<file path="src/rtl/dfifo_pkg.sv">
package dfifo_pkg;
  typedef enum logic {
    DIR_REMOVING = 1'b0,
    DIR_ADDING   = 1'b1
  } dir_e;
endpackage

</file>
<file path="src/rtl/dfifo_addr_ctr.sv">
module dfifo_addr_ctr #(
  parameter int ADDR_W = 4
) (
  input  logic              clk,
  input  logic              rst,
  input  logic              step,
  output logic [ADDR_W-1:0] addr
);
  // A power-of-two depth lets the counter wrap by plain overflow.
  always_ff @(posedge clk) begin
    if (rst)       addr <= '0;
    else if (step) addr <= addr + 1'b1;
  end
endmodule

</file>
<file path="src/rtl/dfifo_dir_ctrl.sv">
module dfifo_dir_ctrl
  import dfifo_pkg::*;
#(
  parameter int ADDR_W = 4
) (
  input  logic              clk,
  input  logic              rst,
  input  logic              wr_req,
  input  logic              rd_req,
  input  logic [ADDR_W-1:0] waddr,
  input  logic [ADDR_W-1:0] raddr,
  output logic              wr_ok,
  output logic              rd_ok,
  output logic              full,
  output logic              empty
);
  dir_e              dir_q, dir_d;
  logic [ADDR_W-1:0] waddr_nxt, raddr_nxt;
  logic              same_nxt;

  // A read is taken whenever data exists. A write is taken when room
  // exists, or when a read in the same cycle frees a slot.
  always_comb begin
    rd_ok = rd_req & ~empty;
    wr_ok = wr_req & (~full | rd_ok);
  end

  always_comb begin
    dir_d = dir_q;
    if (wr_ok && !rd_ok)      dir_d = DIR_ADDING;
    else if (rd_ok && !wr_ok) dir_d = DIR_REMOVING;
  end

  always_comb begin
    waddr_nxt = waddr + {{(ADDR_W-1){1'b0}}, wr_ok};
    raddr_nxt = raddr + {{(ADDR_W-1){1'b0}}, rd_ok};
    same_nxt  = (waddr_nxt == raddr_nxt);
  end

  always_ff @(posedge clk) begin
    if (rst) begin
      dir_q <= DIR_REMOVING;
      full  <= 1'b0;
      empty <= 1'b1;
    end else begin
      dir_q <= dir_d;
      full  <= same_nxt && (dir_d == DIR_ADDING);
      empty <= same_nxt && (dir_d == DIR_REMOVING);
    end
  end
endmodule

</file>
<file path="src/rtl/dfifo_ram.sv">
module dfifo_ram #(
  parameter int ADDR_W = 4,
  parameter int DATA_W = 16
) (
  input  logic              clk,
  input  logic              rst,
  input  logic              we,
  input  logic [ADDR_W-1:0] waddr,
  input  logic [DATA_W-1:0] wdata,
  input  logic              re,
  input  logic [ADDR_W-1:0] raddr,
  output logic [DATA_W-1:0] rdata
);
  localparam int DEPTH = 1 << ADDR_W;

  logic [DATA_W-1:0] mem [DEPTH];

  always_ff @(posedge clk) begin
    if (we) mem[waddr] <= wdata;
  end

  // The read port is read-first. A read that hits the slot being written
  // in the same cycle returns the old word.
  always_ff @(posedge clk) begin
    if (rst)     rdata <= '0;
    else if (re) rdata <= mem[raddr];
  end
endmodule

</file>
<file path="src/rtl/dirflag_fifo.sv">
module dirflag_fifo #(
  parameter int DATA_W = 16,
  parameter int ADDR_W = 4
) (
  input  logic              clk,
  input  logic              rst,
  input  logic              wr_en,
  input  logic [DATA_W-1:0] wr_data,
  output logic              full,
  input  logic              rd_en,
  output logic [DATA_W-1:0] rd_data,
  output logic              empty
);
  logic [ADDR_W-1:0] waddr, raddr;
  logic              wr_ok, rd_ok;

  dfifo_dir_ctrl #(.ADDR_W(ADDR_W)) u_ctrl (
    .clk(clk), .rst(rst), .wr_req(wr_en), .rd_req(rd_en),
    .waddr(waddr), .raddr(raddr), .wr_ok(wr_ok), .rd_ok(rd_ok),
    .full(full), .empty(empty)
  );

  dfifo_addr_ctr #(.ADDR_W(ADDR_W)) u_wctr (
    .clk(clk), .rst(rst), .step(wr_ok), .addr(waddr)
  );

  dfifo_addr_ctr #(.ADDR_W(ADDR_W)) u_rctr (
    .clk(clk), .rst(rst), .step(rd_ok), .addr(raddr)
  );

  dfifo_ram #(.ADDR_W(ADDR_W), .DATA_W(DATA_W)) u_ram (
    .clk(clk), .rst(rst), .we(wr_ok), .waddr(waddr), .wdata(wr_data),
    .re(rd_ok), .raddr(raddr), .rdata(rd_data)
  );
endmodule

</file>
<file path="config.mk">
export PLATFORM = sky130hd
export DESIGN_NAME = dirflag_fifo
export DESIGN_NICKNAME = d
export VERILOG_FILES = /design/src/rtl/dfifo_pkg.sv /design/src/rtl/dfifo_addr_ctr.sv /design/src/rtl/dfifo_dir_ctrl.sv /design/src/rtl/dfifo_ram.sv /design/src/rtl/dirflag_fifo.sv
export SDC_FILE = /design/constraint.sdc
export NUM_CORES = 1
export LEC_CHECK = 0
export BUFFER_PORTS_ARGS = -buffer_cell sky130_fd_sc_hd__buf_2
export CORE_ASPECT_RATIO = 1.2
export CORE_MARGIN = 5
export CORE_UTILIZATION = 59
export DETAILED_ROUTE_END_ITERATION = 12
export PLACE_DENSITY = 0.88
export SYNTH_ARGS = -nofsm -noshare
export SYNTH_HDL_FRONTEND = slang
export SYNTH_SLANG_ARGS = --single-unit
</file>
<file path="constraint.sdc">
create_clock -name clk -period 3.3 [get_ports clk]
set_input_delay 0 -clock clk [delete_from_list [all_inputs] [get_ports clk]]
set_output_delay 0 -clock clk [all_outputs]
set_load 0.005 [all_outputs]
</file>
# Yosys cells after proc, flatten, opt, wreduce, memory -nomap -nowiden
# Memory sizes are Yosys's and may differ from the RTL's. A register that Yosys moved wholly into a read port is not among the register bits.
# Index checks and enable logic that the tools add are counted.
# W data, S select, Z words.
# classes
add_sub_neg	4
multipliers	0
n_div	0
magnitude_cmp	0
eq_ne	1
shifts	0
muxes	4
bitwise_logic	6
reduce_logical	6
# ops
operator	count
$add A4 B1 Y4	2
$add A4 B1 Y4 const B	2
$eq A4 B4 Y1	1
$logic_and A1 B1 Y1	4
$mux W1	4
$not A1 Y1	3
$and A1 B1 Y1	2
$logic_not A1 Y1	2
$or A1 B1 Y1	1
# word_totals
regBits	11
latchBits	0
mem_bits_rw	256
mem_bits_ro	0
input_bits	20
n_memories	1
# mem_list
memory	words	width	rd	rd_clocked_by_memory_dff	wr	line_no	text
u_ram.mem	16	16	1	1	1	dfifo_ram.sv:16	logic [DATA_W-1:0] mem [DEPTH];

# Depth between registers and ports, before layout
# logic_depth
ltp_word	10
ltp_mapped	9

# Hierarchy
# Synthesis repeated with hierarchy kept, for this count alone.
# hier_totals
cells_unflattened	666
area_unflattened_um2	11159.5
# by_module_without_submodules
mod	n_inst	cells_each	area_per_inst_um2	seq_area_each_um2
dfifo_ram	1	606	10545.1	8007.7
dfifo_addr_ctr	2	16	178.9	80.1
dfifo_dir_ctrl	1	28	256.5	60.1

# Worst setup path before layout
# No wires, ideal clock.
# synth_timing
path_type	register -> register
start	register u_ctrl.empty
end	memory u_ram.mem[0][0] (enable)
arrival_ns	2.280
path_slack_ns	0.611
stages_incl_launch_ff	6
period_less_slack_ns	2.689
path_cell_list	dfxtp_1 > nand2b_1 > buf_2 > a21oi_1 > nand2_1 > nor3_1
# synth_between
elab_chain_cells	6
# synth_lines
element	line_no	text
from (decl)	dfifo_dir_ctrl.sv:15	output logic empty
from (signal assigned)	dfifo_dir_ctrl.sv:48	empty <= same_nxt && (dir_d == DIR_REMOVING);
$not A1 Y1	dfifo_dir_ctrl.sv:24	rd_ok = rd_req & ~empty;
$and A1 B1 Y1	dfifo_dir_ctrl.sv:24	
$or A1 B1 Y1	dfifo_dir_ctrl.sv:25	wr_ok = wr_req & (~full | rd_ok);
$and A1 B1 Y1	dfifo_dir_ctrl.sv:25	
net u_ctrl.wr_ok	dfifo_dir_ctrl.sv:12	output logic wr_ok,
$mux W1	dfifo_ram.sv:19	if (we) mem[waddr] <= wdata;
$mux W1 (not written as such)	dfifo_ram.sv:19	
to (decl)	dfifo_ram.sv:16	
# The timed path passes the listed nets, and every way through them passes these cells.

==> impl_metrics.toml <==
[yosys]
synth_nets = 589
seq_area_frac_synth_pct = 74.3
synth.distinct_cells = 36
syn-mean-instance-area_um2 = 19.8
ys_warn_count = 0
synthTopCellsByArea = "edfxtp_1, mux4_1, dfxtp_1"
synth_cells = 560
synth_seq_cells = 283
synth_top_cell_area_share_pct = 69.4
synth_top_area_cell = "edfxtp_1"
synth_area_mm2 = 0.0111

[detailed_routing]
ant_nets = 0
top_layer = "met5"
wl_mm = 24.4
wl_per_cell_um = 26.4
drtPass1Iterations = 5
drc = 0
route.met3.wl_mm = 1.93
dr.first_iter.drc_count = 802
wl_met2_mm = 12.4
viasPerCell = 6.27
wl_met1_mm = 9.24
vias = 5792

[hold_path]
hold_path_depth = 5
hold_class = "in2reg"

[setup_path]
r2r_setup_slack_ns = 0.85
cp_cell_sequence = "buf_12 > mux4_1 > mux2_2 > a22oi_2 > nand2_1"
cp-end-kind = "flop"
critPathMaxStageDelay_ns = 0.80
cp_max_fo = 32
rr_worst_depth = 5
arrival_ns = 2.86
crit_type = "reg2reg"
cp-start-kind = "flop"
crit_slowest_cell = "dfxtp_2"
required_ns = 3.71

[clock_network]
numCtsBuffers = 26
clockBufferDepth = 3
cts_tree = "yes"
worstSkewPairLatency_ns = 0.54
clk_pin_slew_worst_paths_ns = 0.06
clock-sinks = 283
h-tree-depth = 1
root_buffer = "clkbuf_16"

[grt]
grt_util_all_layers_pct = 23.1
globalRouteOverflowTotal = 0
grt_pass1_vias = 6009
grt_pass1_wl_mm = 37.0
antenna_found_initial = 1
grt_max_degree = 62

[timing]
setup_viol = 0
rsz0062_at_grt = "no"
post-route-period-util_pct = 74.1
relSlewSlack_pct = 39.3
setup_slack_ns = 0.855
holdWs_ns = 0.165
hold_viol = 0
fin_crit_ns = 2.45
skew_ns = 0.0146
worstMarginPinSlew_ns = 0.911
fmax_ghz = 0.409
slew_viol_final = 0
tns_ns = 0

[pwr]
total_power_mw = 7.93
ir_worst_vdd_mv = 0.421
p_leak_nw = 4.20
power.density_mw_per_mm2 = 624

[floorplan]
dieHeight_um = 160
core_area_mm2 = 0.0186
start_util_pct = 59.4
die-area_mm2 = 0.0216
chipWidth_um = 135
rows = 55
ioPinCount = 38

[place]
port_buffers = 37
dp_cells = 858
place_area_mm2 = 0.0117
post-dp-hpwl_mm = 14.5
dp_slack_ns = 0.825
gp_congestion = 0.829

[cells_and_area]
finish.utilization_pct = 68.1
nets = 678
drive_above_1_share_pct = 24.7
diodes = 0
synthToLayoutAreaGrowth_pct = 14.7
instances_no_fill = 924
finish.instance_area_mm2 = 0.0127

[run_status]
status = "complete, no violations"

[run]
cap_violations = 0
## path summary, 6_finish.rpt
check	start	endpoint
max	u_rctr.addr[1]$_SDFFE_PP0P_	u_ram.rdata[9]$_SDFFE_PP0P_
max reg2reg	u_rctr.addr[1]$_SDFFE_PP0P_	u_ram.rdata[9]$_SDFFE_PP0P_
min	rd_en	u_ctrl.dir_q$_SDFF_PP0_
min reg2reg	u_ram.rdata[11]$_SDFFE_PP0P_	u_ram.rdata[11]$_SDFFE_PP0P_
## cells in the mapped netlist, drive strengths merged
cell type,n
nor2,21
edfxtp,256
dfxtp,27
and3,1
clkbuf,11
xnor2,7
a31o,1
nand2b,3
xor2,7
mux4,47
o211ai,17
ha,9
and2,1
nor3,6
inv,5
nor2b,2
a32oi,1
nand2,24
mux2,16
o31a,1
nor3b,1
buf,20
clkinv,1
a22oi,32
a21oi,3
nand3b,1
and3b,1
nand3,3
mux2i,35
## final cells by class
type | instances | area (µm²)
clock buffer | 39 | 731
clock inverter | 8 | 66.3
fill | 1097 | 5940
inverter | 6 | 22.5
multi-input combinational | 240 | 2670
sequential | 283 | 8230
tap | 256 | 320
timing repair buffer | 92 | 658
## per-layer routing
metal / vias to the layer above / GRT usage, %
met5: - / 0
met4: 2 / 8.16
met3: 63 / 3.94
met2: 306 / 38.0
met1: 2963 / 31.6
li1: 2458 / -
## cells in the final DEF (no fill, tap or decap), drive strengths merged
master       synthesis  layout
edfxtp             256     256
buf                 20      73
mux4                47      47
clkbuf              11      39
mux2i               35      35
a22oi               32      32
dfxtp               27      27
nand2               24      24
nor2                21      21
dlygate4sd3          0      19
o211ai              17      17
mux2                16      16
ha                   9       9
xor2                 7       7
xnor2                7       7
clkinv               1       7
inv                  5       6
nor3                 6       6
nand2b               3       3
a21oi                3       3
nand3                3       3
nor2b                2       2
nor3b                1       1
and2                 1       1
a32oi                1       1
nand3b               1       1
o31a                 1       1
a31o                 1       1
and3b                1       1
and3                 1       1
bufinv               0       1
## logic make-up (layout without fill, tap and decap cells)
| kind of cell | after synthesis | in the layout | share of synthesized area, % |
|---|---|---|---|
| fa+ha+maj | 9 | 9 | 1.02 |
| buf+inv | 37 | 145 | 1.83 |
| flops | 283 | 283 | 74.3 |
| xor+xnor | 14 | 14 | 1.11 |
| compound gates | 55 | 55 | 4.06 |
| simple gates | 64 | 64 | 2.59 |
| mux | 98 | 98 | 15.1 |
## what timing repair did
| item | 4_1_cts | 5_1_grt |
|---|---|---|
| resized for setup | 0 | 0 |
| setup endpoints to repair | 0 | 0 |
| setup buffers | 0 | 0 |
| hold endpoints to repair | 266 | 0 |
| hold buffers | 19 | 0 |
## report_power, final
group | internal, mW | switching (mW) | leakage (nW)
logic | 0.374 | 0.508 | 1.28
clock network | 1.61 | 1.24 | 0.390
registers | 4.09 | 0.107 | 2.53
## flip-flops by register name (all words and copies together), names as in the netlist
signal,cells
u_ctrl.dir_q,1
u_ctrl.empty,1
u_ctrl.full,1
u_ram.mem,256
u_ram.rdata,16
u_rctr.addr,4
u_wctr.addr,4
## worst max-delay path, delay by kind of cell (launching register included)
| family | cells | cell delay, ns |
|---|---|---|
| AND/OR/NAND/NOR | 1 | 0.09 |
| multiplexers | 2 | 0.92 |
| buffers and inverters | 1 | 0.33 |
| AO/OA/AOI/OAI | 1 | 0.16 |
| flip-flops | 1 | 0.80 |
No activity file was read; power rests on OpenSTA's default activity.
